[config.mk]
export PLATFORM = sky130hd
export DESIGN_NAME = hp_evt_unit
export DESIGN_NICKNAME = d
export VERILOG_FILES = /design/src/rtl/hp_evt_pkg.sv /design/src/rtl/hp_slot_regs.sv /design/src/rtl/hp_ctrl_regs.sv /design/src/rtl/hp_irq_locator.sv /design/src/rtl/hp_evt_unit.sv
export SDC_FILE = /design/constraint.sdc
export NUM_CORES = 1
export LEC_CHECK = 0
export ABC_AREA = 0
export CORE_AREA = 2 2 125 127
export CTS_CLUSTER_DIAMETER = 50
export DETAILED_ROUTE_END_ITERATION = 10
export DIE_AREA = 0 0 127 129
export SYNTH_ARGS = -nofsm -noshare
export SYNTH_HDL_FRONTEND = slang
export SYNTH_HIERARCHICAL = 1
export SYNTH_SLANG_ARGS = --single-unit
[constraint.sdc]
create_clock -name clk -period 2.65 [get_ports clk]
set_input_delay 0.6625 -clock clk [delete_from_list [all_inputs] [get_ports clk]]
set_output_delay 0.6625 -clock clk [all_outputs]
set_load 0.05 [all_outputs]
[src/rtl/hp_evt_pkg.sv]
package hp_evt_pkg;

    localparam int EVT_N    = 5;   // latched events per slot
    localparam int SMASK_W  = 7;   // five interrupt masks + two system-error masks
    localparam int EVT_LSB  = 16;
    localparam int MASK_LSB = 24;

    // event index inside the 5-bit event field
    typedef enum logic [2:0] {
        EV_PRES  = 3'd0,
        EV_ISOF  = 3'd1,
        EV_BTN   = 3'd2,
        EV_LATCH = 3'd3,
        EV_CONF  = 3'd4
    } evt_idx_e;

    typedef struct packed {
        logic [1:0] pres;
        logic       iso_flt;
        logic       con_flt;
        logic       btn;
        logic       latch;
        logic       m66;
    } slot_in_t;

    typedef struct packed {
        logic arb_serr_m;   // bit 3
        logic cmd_int_m;    // bit 2
        logic g_serr_m;     // bit 1
        logic g_int_m;      // bit 0
    } ctrl_mask_t;

    function automatic logic [EVT_N-1:0] detect_events(slot_in_t now, slot_in_t prev);
        logic [EVT_N-1:0] e;
        e           = '0;
        e[EV_PRES]  = (now.pres != prev.pres);
        e[EV_ISOF]  = now.iso_flt & ~prev.iso_flt;
        e[EV_BTN]   = now.btn & ~prev.btn;
        e[EV_LATCH] = now.latch ^ prev.latch;
        e[EV_CONF]  = now.con_flt & ~prev.con_flt;
        return e;
    endfunction

    function automatic logic [31:0] slot_word(slot_in_t live, logic [EVT_N-1:0] evt,
                                              logic [SMASK_W-1:0] msk);
        logic [31:0] w;
        w                              = '0;
        w[6]                           = ~(live.iso_flt | live.con_flt);
        w[7]                           = live.btn;
        w[8]                           = live.latch;
        w[9]                           = live.m66;
        w[11:10]                       = live.pres;
        w[EVT_LSB +: EVT_N]            = evt;
        w[MASK_LSB +: SMASK_W]         = msk;
        return w;
    endfunction

endpackage

[src/rtl/hp_slot_regs.sv]
module hp_slot_regs
    import hp_evt_pkg::*;
(
    input  logic               clk,
    input  logic               rst,
    input  slot_in_t           sin,
    input  logic               wr_hit,
    input  logic [SMASK_W-1:0] wr_mask,
    input  logic [EVT_N-1:0]   wr_clr,
    output logic [31:0]        rd_word,
    output logic               pend,
    output logic [EVT_N-1:0]   evt_o
);
    slot_in_t           prev_q;
    logic [EVT_N-1:0]   evt_q;
    logic [SMASK_W-1:0] mask_q;
    logic [EVT_N-1:0]   seen;
    logic [EVT_N-1:0]   clr;

    assign seen = detect_events(sin, prev_q);
    assign clr  = wr_hit ? wr_clr : '0;

    always_ff @(posedge clk) begin
        prev_q <= sin;               // tracks inputs even in reset: no false edge
        if (rst) begin
            evt_q  <= '0;
            mask_q <= '1;
        end else begin
            evt_q <= (evt_q & ~clr) | seen;   // a new event beats the clear
            if (wr_hit)
                mask_q <= wr_mask;
        end
    end

    assign pend    = |(evt_q & ~mask_q[EVT_N-1:0]);
    assign rd_word = slot_word(sin, evt_q, mask_q);
    assign evt_o   = evt_q;
endmodule

[src/rtl/hp_ctrl_regs.sv]
module hp_ctrl_regs
    import hp_evt_pkg::*;
(
    input  logic        clk,
    input  logic        rst,
    input  logic        cmd_done,
    input  logic        arb_event,
    input  logic        wr_hit,
    input  ctrl_mask_t  wr_mask,
    input  logic [1:0]  wr_clr,
    output ctrl_mask_t  mask_o,
    output logic        cmd_lat,
    output logic        arb_lat,
    output logic [31:0] rd_word
);
    ctrl_mask_t mask_q;
    logic       cmd_q;
    logic       arb_q;

    always_ff @(posedge clk) begin
        if (rst) begin
            mask_q <= '1;
            cmd_q  <= 1'b0;
            arb_q  <= 1'b0;
        end else begin
            cmd_q <= (cmd_q & ~(wr_hit & wr_clr[0])) | cmd_done;
            arb_q <= (arb_q & ~(wr_hit & wr_clr[1])) | arb_event;
            if (wr_hit)
                mask_q <= wr_mask;
        end
    end

    always_comb begin
        rd_word       = '0;
        rd_word[3:0]  = mask_q;
        rd_word[16]   = cmd_q;
        rd_word[17]   = arb_q;
    end

    assign mask_o  = mask_q;
    assign cmd_lat = cmd_q;
    assign arb_lat = arb_q;
endmodule

[src/rtl/hp_irq_locator.sv]
module hp_irq_locator
    import hp_evt_pkg::*;
#(
    parameter int NUM_SLOTS = 4     // at most 31: one locator bit per slot above bit 0
) (
    input  logic [NUM_SLOTS-1:0] slot_pend,
    input  logic                 cmd_lat,
    input  ctrl_mask_t           masks,
    output logic [31:0]          loc_word,
    output logic                 irq
);
    always_comb begin
        loc_word                = '0;
        loc_word[0]             = cmd_lat;
        loc_word[NUM_SLOTS:1]   = slot_pend;
    end

    assign irq = ~masks.g_int_m & ((cmd_lat & ~masks.cmd_int_m) | (|slot_pend));
endmodule

[src/rtl/hp_evt_unit.sv]
module hp_evt_unit
    import hp_evt_pkg::*;
#(
    parameter  int NUM_SLOTS = 4,
    localparam int ADDR_W    = $clog2(NUM_SLOTS + 2)
) (
    input  logic                   clk,
    input  logic                   rst,
    input  logic                   wr_en,
    input  logic [ADDR_W-1:0]      addr,
    input  logic [31:0]            wr_data,
    output logic [31:0]            rd_data,
    input  logic [2*NUM_SLOTS-1:0] slot_present,
    input  logic [NUM_SLOTS-1:0]   slot_iso_fault,
    input  logic [NUM_SLOTS-1:0]   slot_conn_fault,
    input  logic [NUM_SLOTS-1:0]   slot_button,
    input  logic [NUM_SLOTS-1:0]   slot_latch,
    input  logic [NUM_SLOTS-1:0]   slot_m66,
    input  logic                   cmd_done,
    input  logic                   arb_event,
    output logic                   irq
);
    localparam logic [ADDR_W-1:0] A_CTRL = ADDR_W'(0);
    localparam logic [ADDR_W-1:0] A_LOC  = ADDR_W'(1);

    logic [31:0]              slot_rd [NUM_SLOTS];
    logic [NUM_SLOTS-1:0]     slot_pend;
    logic [EVT_N*NUM_SLOTS-1:0] evt_flat;
    logic [31:0]              ctrl_rd;
    logic [31:0]              loc_word;
    ctrl_mask_t               ctrl_mask;
    logic                     cmd_lat;
    logic                     arb_lat;
    logic                     ctrl_hit;

    // data bits with no storage behind them
    logic unused_wr_bits;
    assign unused_wr_bits = ^{wr_data[31], wr_data[23:21], wr_data[15:4], arb_lat};

    assign ctrl_hit = wr_en && (addr == A_CTRL);

    genvar gi;
    generate
        for (gi = 0; gi < NUM_SLOTS; gi++) begin : g_slot
            slot_in_t sin;
            logic     hit;
            assign sin.pres    = slot_present[2*gi +: 2];
            assign sin.iso_flt = slot_iso_fault[gi];
            assign sin.con_flt = slot_conn_fault[gi];
            assign sin.btn     = slot_button[gi];
            assign sin.latch   = slot_latch[gi];
            assign sin.m66     = slot_m66[gi];
            assign hit         = wr_en && (addr == ADDR_W'(gi + 2));

            hp_slot_regs u_slot (
                .clk     (clk),
                .rst     (rst),
                .sin     (sin),
                .wr_hit  (hit),
                .wr_mask (wr_data[MASK_LSB +: SMASK_W]),
                .wr_clr  (wr_data[EVT_LSB +: EVT_N]),
                .rd_word (slot_rd[gi]),
                .pend    (slot_pend[gi]),
                .evt_o   (evt_flat[EVT_N*gi +: EVT_N])
            );
        end
    endgenerate

    hp_ctrl_regs u_ctrl (
        .clk       (clk),
        .rst       (rst),
        .cmd_done  (cmd_done),
        .arb_event (arb_event),
        .wr_hit    (ctrl_hit),
        .wr_mask   (ctrl_mask_t'(wr_data[3:0])),
        .wr_clr    (wr_data[17:16]),
        .mask_o    (ctrl_mask),
        .cmd_lat   (cmd_lat),
        .arb_lat   (arb_lat),
        .rd_word   (ctrl_rd)
    );

    hp_irq_locator #(.NUM_SLOTS(NUM_SLOTS)) u_loc (
        .slot_pend (slot_pend),
        .cmd_lat   (cmd_lat),
        .masks     (ctrl_mask),
        .loc_word  (loc_word),
        .irq       (irq)
    );

    always_comb begin
        rd_data = '0;
        if (addr == A_CTRL)
            rd_data = ctrl_rd;
        else if (addr == A_LOC)
            rd_data = loc_word;
        for (int i = 0; i < NUM_SLOTS; i++)
            if (addr == ADDR_W'(i + 2))
                rd_data = slot_rd[i];
    end
endmodule

# [Yosys cells after proc, flatten, opt, wreduce, memory -nomap -nowiden]
# Cells that the tools add are included.
[op_classes] multipliers=0 magnitude_cmp=0 n_mux=10 n_eq_ne=9 bitwise=69 n_reduce_logical=11 shifts=0 add_sub_neg=0 div=0
[ops] operator="32-bit two-way mux" n=4
[ops] operator="5-bit bitwise AND" n=8
[ops] operator="5-bit NOT" n=8
[ops] operator="5-bit two-way mux" n=5
[ops] operator="1-bit NOT" n=20
[ops] operator="5-bit bitwise OR" n=4
[ops] operator="20-bit OR reduction" n=1
[ops] operator="5-bit OR reduction" n=4
[ops] operator="1-bit bitwise AND" n=18
[ops] operator="18-bit two-way mux" n=1
[ops] operator="2-bit inequality test" n=4
[ops] operator="1-bit bitwise OR" n=7
[ops] operator="3-bit by 2-bit == test with 1-bit output, second input constant" n=2
[ops] operator="3-bit == test, second input constant" n=2
[ops] operator="1-bit logical AND" n=5
[ops] operator="1-bit bitwise XOR" n=4
[ops] operator="3-bit by 1-bit == test with 1-bit output, second input constant" n=1
[ops] operator="3-bit zero test" n=1
[totals] ram_bits=0 output_inout_bits=33 in_bits=68 register_bits=78 latch_bits=0 wordCells=133 rom_bits=0 memories=0

# [Longest topological paths before layout]
[depth] ltp_word=9 ltp_mapped=8 ltp_nobuf=5

# [Hierarchy]
# Netlist, hierarchy kept.
[by_module_without_submodules] mod="hp_slot_regs" area_per_inst_um2=798.3 seq_area_each_um2=360.3 cells_each=88 n_inst=4
[by_module_without_submodules] mod="hp_evt_unit" area_per_inst_um2=1955.6 seq_area_each_um2=0.0 cells_each=196 n_inst=1
[by_module_without_submodules] mod="hp_ctrl_regs" area_per_inst_um2=467.9 seq_area_each_um2=120.1 cells_each=54 n_inst=1
[by_module_without_submodules] mod="hp_irq_locator" area_per_inst_um2=267.8 seq_area_each_um2=0.0 cells_each=36 n_inst=1

# [Worst setup path before layout]
# No wires, ideal clock.
[synth_timing] kind="input-to-output" from="input port addr[0]" to="output port rd_data[16]" t_required_ns=1.987 path_stages=5 arrival_ns=1.989 path_slack_ns=-0.001 path_buffers=3 cell_sequence="buf_6 buf_12 buf_12 mux2i_1 a221oi_2"
[synth_via] elab_chain_cells=6 word_cells_on_any_way=10 cone_classes="eq/ne: 4; mux: 5; reduce/logical: 1"
[synth_lines] element="start: declaration" line_no="hp_evt_unit.sv:10" text="input logic [ADDR_W-1:0] addr,"
[synth_lines] element="3-bit zero test" line_no="hp_evt_unit.sv:93" text="if (addr == A_CTRL)"
[synth_lines] element="18-bit two-way mux" line_no="hp_evt_unit.sv:93"
[synth_lines] element="32-bit two-way mux (3 in a row)" line_no="hp_evt_unit.sv:98" text="if (addr == ADDR_W'(i + 2))"
[synth_lines] element="32-bit two-way mux (*)" line_no="hp_evt_unit.sv:98"
[synth_lines] element="end: declaration" line_no="hp_evt_unit.sv:12" text="output logic [31:0] rd_data,"
# Every way passes the cells marked *; elsewhere a longest branch is shown, timed or not.

# [Worst setup path after layout]
[layout_timing] from="register g_slot[2].u_slot.mask_q[0]" to="output port irq"
[layout_via] elab_chain_cells=5
[layout_lines] element="start: declaration" line_no="hp_slot_regs.sv:16" text="logic [SMASK_W-1:0] mask_q;"
[layout_lines] element="start signal: assignment" line_no="hp_slot_regs.sv:31" text="mask_q <= wr_mask;"
[layout_lines] element="5-bit NOT" line_no="hp_slot_regs.sv:35" text="assign pend = |(evt_q & ~mask_q[EVT_N-1:0]);"
[layout_lines] element="5-bit bitwise AND" line_no="hp_slot_regs.sv:35"
[layout_lines] element="20-bit OR reduction" line_no="hp_irq_locator.sv:18" text="assign irq = ~masks.g_int_m & ((cmd_lat & ~masks.cmd_int_m) | (|slot_pend));"
[layout_lines] element="1-bit bitwise OR" line_no="hp_irq_locator.sv:18"
[layout_lines] element="1-bit bitwise AND" line_no="hp_irq_locator.sv:18"
[layout_lines] element="end: declaration" line_no="hp_evt_unit.sv:21" text="output logic irq"
# Every way passes these cells.

==> metrics.yaml <==
synth:
  synth-edff-count: 0
  synth_cell_type_count: 27
  avgSynthCellArea_um2: 9.22
  yosysTopAreaCell: "dfxtp_1"
  synthAdderAreaFrac_pct: 0
  ys.flop_type: "dfxtp_1"
  synthCells: 638
  ys_top_cells_by_count: "buf_4, mux2i_1, dfxtp_1"
  ys_ff_latch: 78
  synth_top_family_by_area: "buffers and inverters"
  synth_top_area_share_pct: 26.5
  muxShareOfSynthArea_pct: 19.1
  synthArstFlopShare_pct: 0
  seq_area_frac_synth_pct: 26.5
  synth-xor-area-share_pct: 1.79
  synthTopCellsByArea: "dfxtp_1, buf_4, mux2i_1"
  yosys.area_share.simple_pct: 7.31
  synth-compound-area-share_pct: 18.1
  ys_warn_count: 6
  syn_area_um2: 5880
  synth.most_common_cell: "buf_4"
timing:
  hold_violations: 0
  tns_ns: -0.0790
  drv_slew: 0
  min_period_over_period_pct: 102
  fmax_ghz: 0.370
  final.setup.worst_slack_ns: -0.0535
  skew_ns: 0.00238
  min_period_ns: 2.70
  grt_setup_unrepaired: "true"
  finalSetupViolations: 2
drt:
  vias: 3971
  first_iter_violations: 184
  drc: 0
  wire_per_inst_um: 14.5
  avgViaCountPerCell: 4.57
  dr.pass1.iters: 4
  drtAntennaViolNets: 0
  routed_wirelength_um: 12600
finish:
  regArea_um2: 1570
  nets: 743
  finalInstanceArea_um2: 7050
  antenna_cells: 0
  multi_input_area_um2: 3250
  synthToLayoutAreaGrowth_pct: 19.8
  drive_gt1_share_pct: 19.6
  nFillCells: 1383
floorplan:
  die_h_um: 129
  rows: 45
  die_area_um2: 16400
  pin_count: 101
  coreArea_um2: 15000
  die_x_um: 127
  initial_core_util_pct: 39.3
global_routing:
  grt_antenna_before_repair: 0
  grt_pass1_vias: 3978
  track_usage_pct: 15.8
  grt_max_degree: 39
  grt_pass1_wl_um: 20200
  overflow: 0
power:
  combPwrFrac_pct: 26.9
  ir_drop_mv: 0.421
  power_switching_mw: 1.05
  p_seq_share_pct: 33.4
  p_leak_nw: 3.13
  power.total_mw: 3.82
  powerDensity_nw_per_um2: 541
  swShare_pct: 27.6
  intPower_mw: 2.76
  pwr-share-clk_pct: 39.7
placed_design:
  numPortBuffers: 84
  postPlaceCellArea_um2: 6570
  hpwl_um: 9760
  gp_congestion: 0.804
worst_setup_path:
  crit_required_ns: 1.99
  cp-startpoint: "g_slot[2].u_slot/mask_q[0]$_SDFFE_PP1P_"
  critPathArrivalTime_ns: 2.04
  end_kind: "output port"
  worst_setup_path_start_kind: "flip-flop"
  path_max_fanout: 2
  setup.worst_path.class: "flip-flop to output port"
  r2r_start: "u_ctrl/mask_o[2]$_SDFFE_PP1P_"
clock_network:
  cts_buffers: 9
  clkLatencyLatePin_ns: 0.33
  cts-root-buf: "clkbuf_16"
  cts_tree: "yes"
  ctsHoldBuffers: 0
  clk_pin_slew_worst_paths_ns: 0.06
  clkSinkCount: 78
  htreeDepth: 3
  clockBufferDepth: 2
flow_run:
  maxCapViolations: 0
hold_path:
  hold_class: "flip-flop to flip-flop"
  min_from: "g_slot[3].u_slot/mask_q[5]$_SDFFE_PP1P_"
run_status:
  failed_checks: "negative setup slack"
  status: "finished, violations left"
[kinds of logic after synthesis]
kind of cell              count (synthesis)
DFF                                      78
buffers and inverters                   217
AOI/OAI and AO/OA                       115
muxes                                   112
xor gates and xnor gates                 12
other                                     6
and+or+nand+nor                          98
[cell type report]
| type | instances | share of cell area, % |
|---|---|---|
| tap | 188 | 3.34 |
| timing repair buffer | 114 | 21.7 |
| sequential | 78 | 22.3 |
| inverter | 26 | 1.38 |
| clock buffer | 10 | 3.39 |
| clock inverter | 6 | 1.88 |
| multi-input combinational | 446 | 46.0 |
[path summary, 6_finish.rpt]
path	endpoint	slack, ns	cells after the start
hold reg to reg	g_slot[3].u_slot/mask_q[5]$_SDFFE_PP1P_	0.48	2
hold / removal	g_slot[3].u_slot/mask_q[5]$_SDFFE_PP1P_	0.48	2
setup / recovery	irq	-0.05	6
setup reg to reg	u_ctrl/mask_o[2]$_SDFFE_PP1P_	1.88	2
[layout by cell type, fill, tap and decap left out, drive strengths merged]
cell / synthesis / routed
a211o: 4 / 4
a21oi: 25 / 25
a221oi: 32 / 32
a222oi: 4 / 4
a311oi: 2 / 2
buf: 185 / 62
bufinv: 0 / 4
clkbuf: 6 / 13
clkdlybuf4s50: 0 / 44
clkinv: 0 / 1
clkinvlp: 0 / 1
conb: 6 / 109
dfxtp: 78 / 78
dlygate4sd2: 0 / 1
dlymetal6s2s: 0 / 4
inv: 26 / 26
mux2i: 112 / 112
nand2: 49 / 49
nand2b: 4 / 4
nor2: 27 / 27
nor2b: 16 / 16
nor3: 1 / 1
nor4: 1 / 1
o211ai: 12 / 12
o21a: 32 / 32
o221ai: 4 / 4
xnor2: 4 / 4
xor2: 8 / 8
[per-layer routing]
metal | track usage (%) | share of wire, % | routed length [µm]
met1 | 19.2 | 42 | 5340
met2 | 28.4 | 51 | 6440
met3 | 2.62 | 5.6 | 705
met4 | 5.75 | 1.1 | 136
met5 | 0 | 0 | 0
[state kept, by name, indices dropped and copies added, names as in the netlist]
register	count
u_ctrl/mask_o	4
u_ctrl/cmd_lat	1
g_slot.u_slot/evt_o	20
u_ctrl/arb_lat	1
g_slot.u_slot/mask_q	28
g_slot.u_slot/prev_q	24
[through the flow]
step | worst slack, ns | cells | hold WS, ns | utilization [%]
global placement | -0.140 | 850 | 0.454 | 43.9
global route | -0.0826 | 868 | 0.500 | 47.1
CTS | -0.0218 | 868 | 0.479 | 46.8
detailed placement | -0.152 | 850 | 0.462 | 43.9
finish | -0.0535 | 868 | 0.481 | 47.1
floorplan | 0.00218 | 741 | 0.441 | -
[power groups by stage]
stage               Combinational [mW]  Sequential, mW  Clock [mW]
floorplan                        0.767            1.28           0
global placement                  1.00            1.30           0
detailed placement                1.01            1.30           0
CTS                               1.03            1.27        1.54
global route                      1.09            1.28        1.59
finish                            1.03            1.27        1.51
[worst max-delay path: stages, from the launching register on]
cell	delay (ns)
dfxtp_2	0.33
inv_2	0.04
a222oi_1	0.46
o221ai_2	0.23
nor4_2	0.31
a21oi_1	0.13
buf_4	0.20
[what timing repair did]
| action | 4_1_cts | 5_1_grt |
|---|---|---|
| setup buffers | 2 | 0 |
| resized for setup | 9 | 19 |
| pin swaps | 5 | 8 |
| endpoints found under the setup margin | 33 | 6 |
No activity file was read; power rests on OpenSTA's default activity.
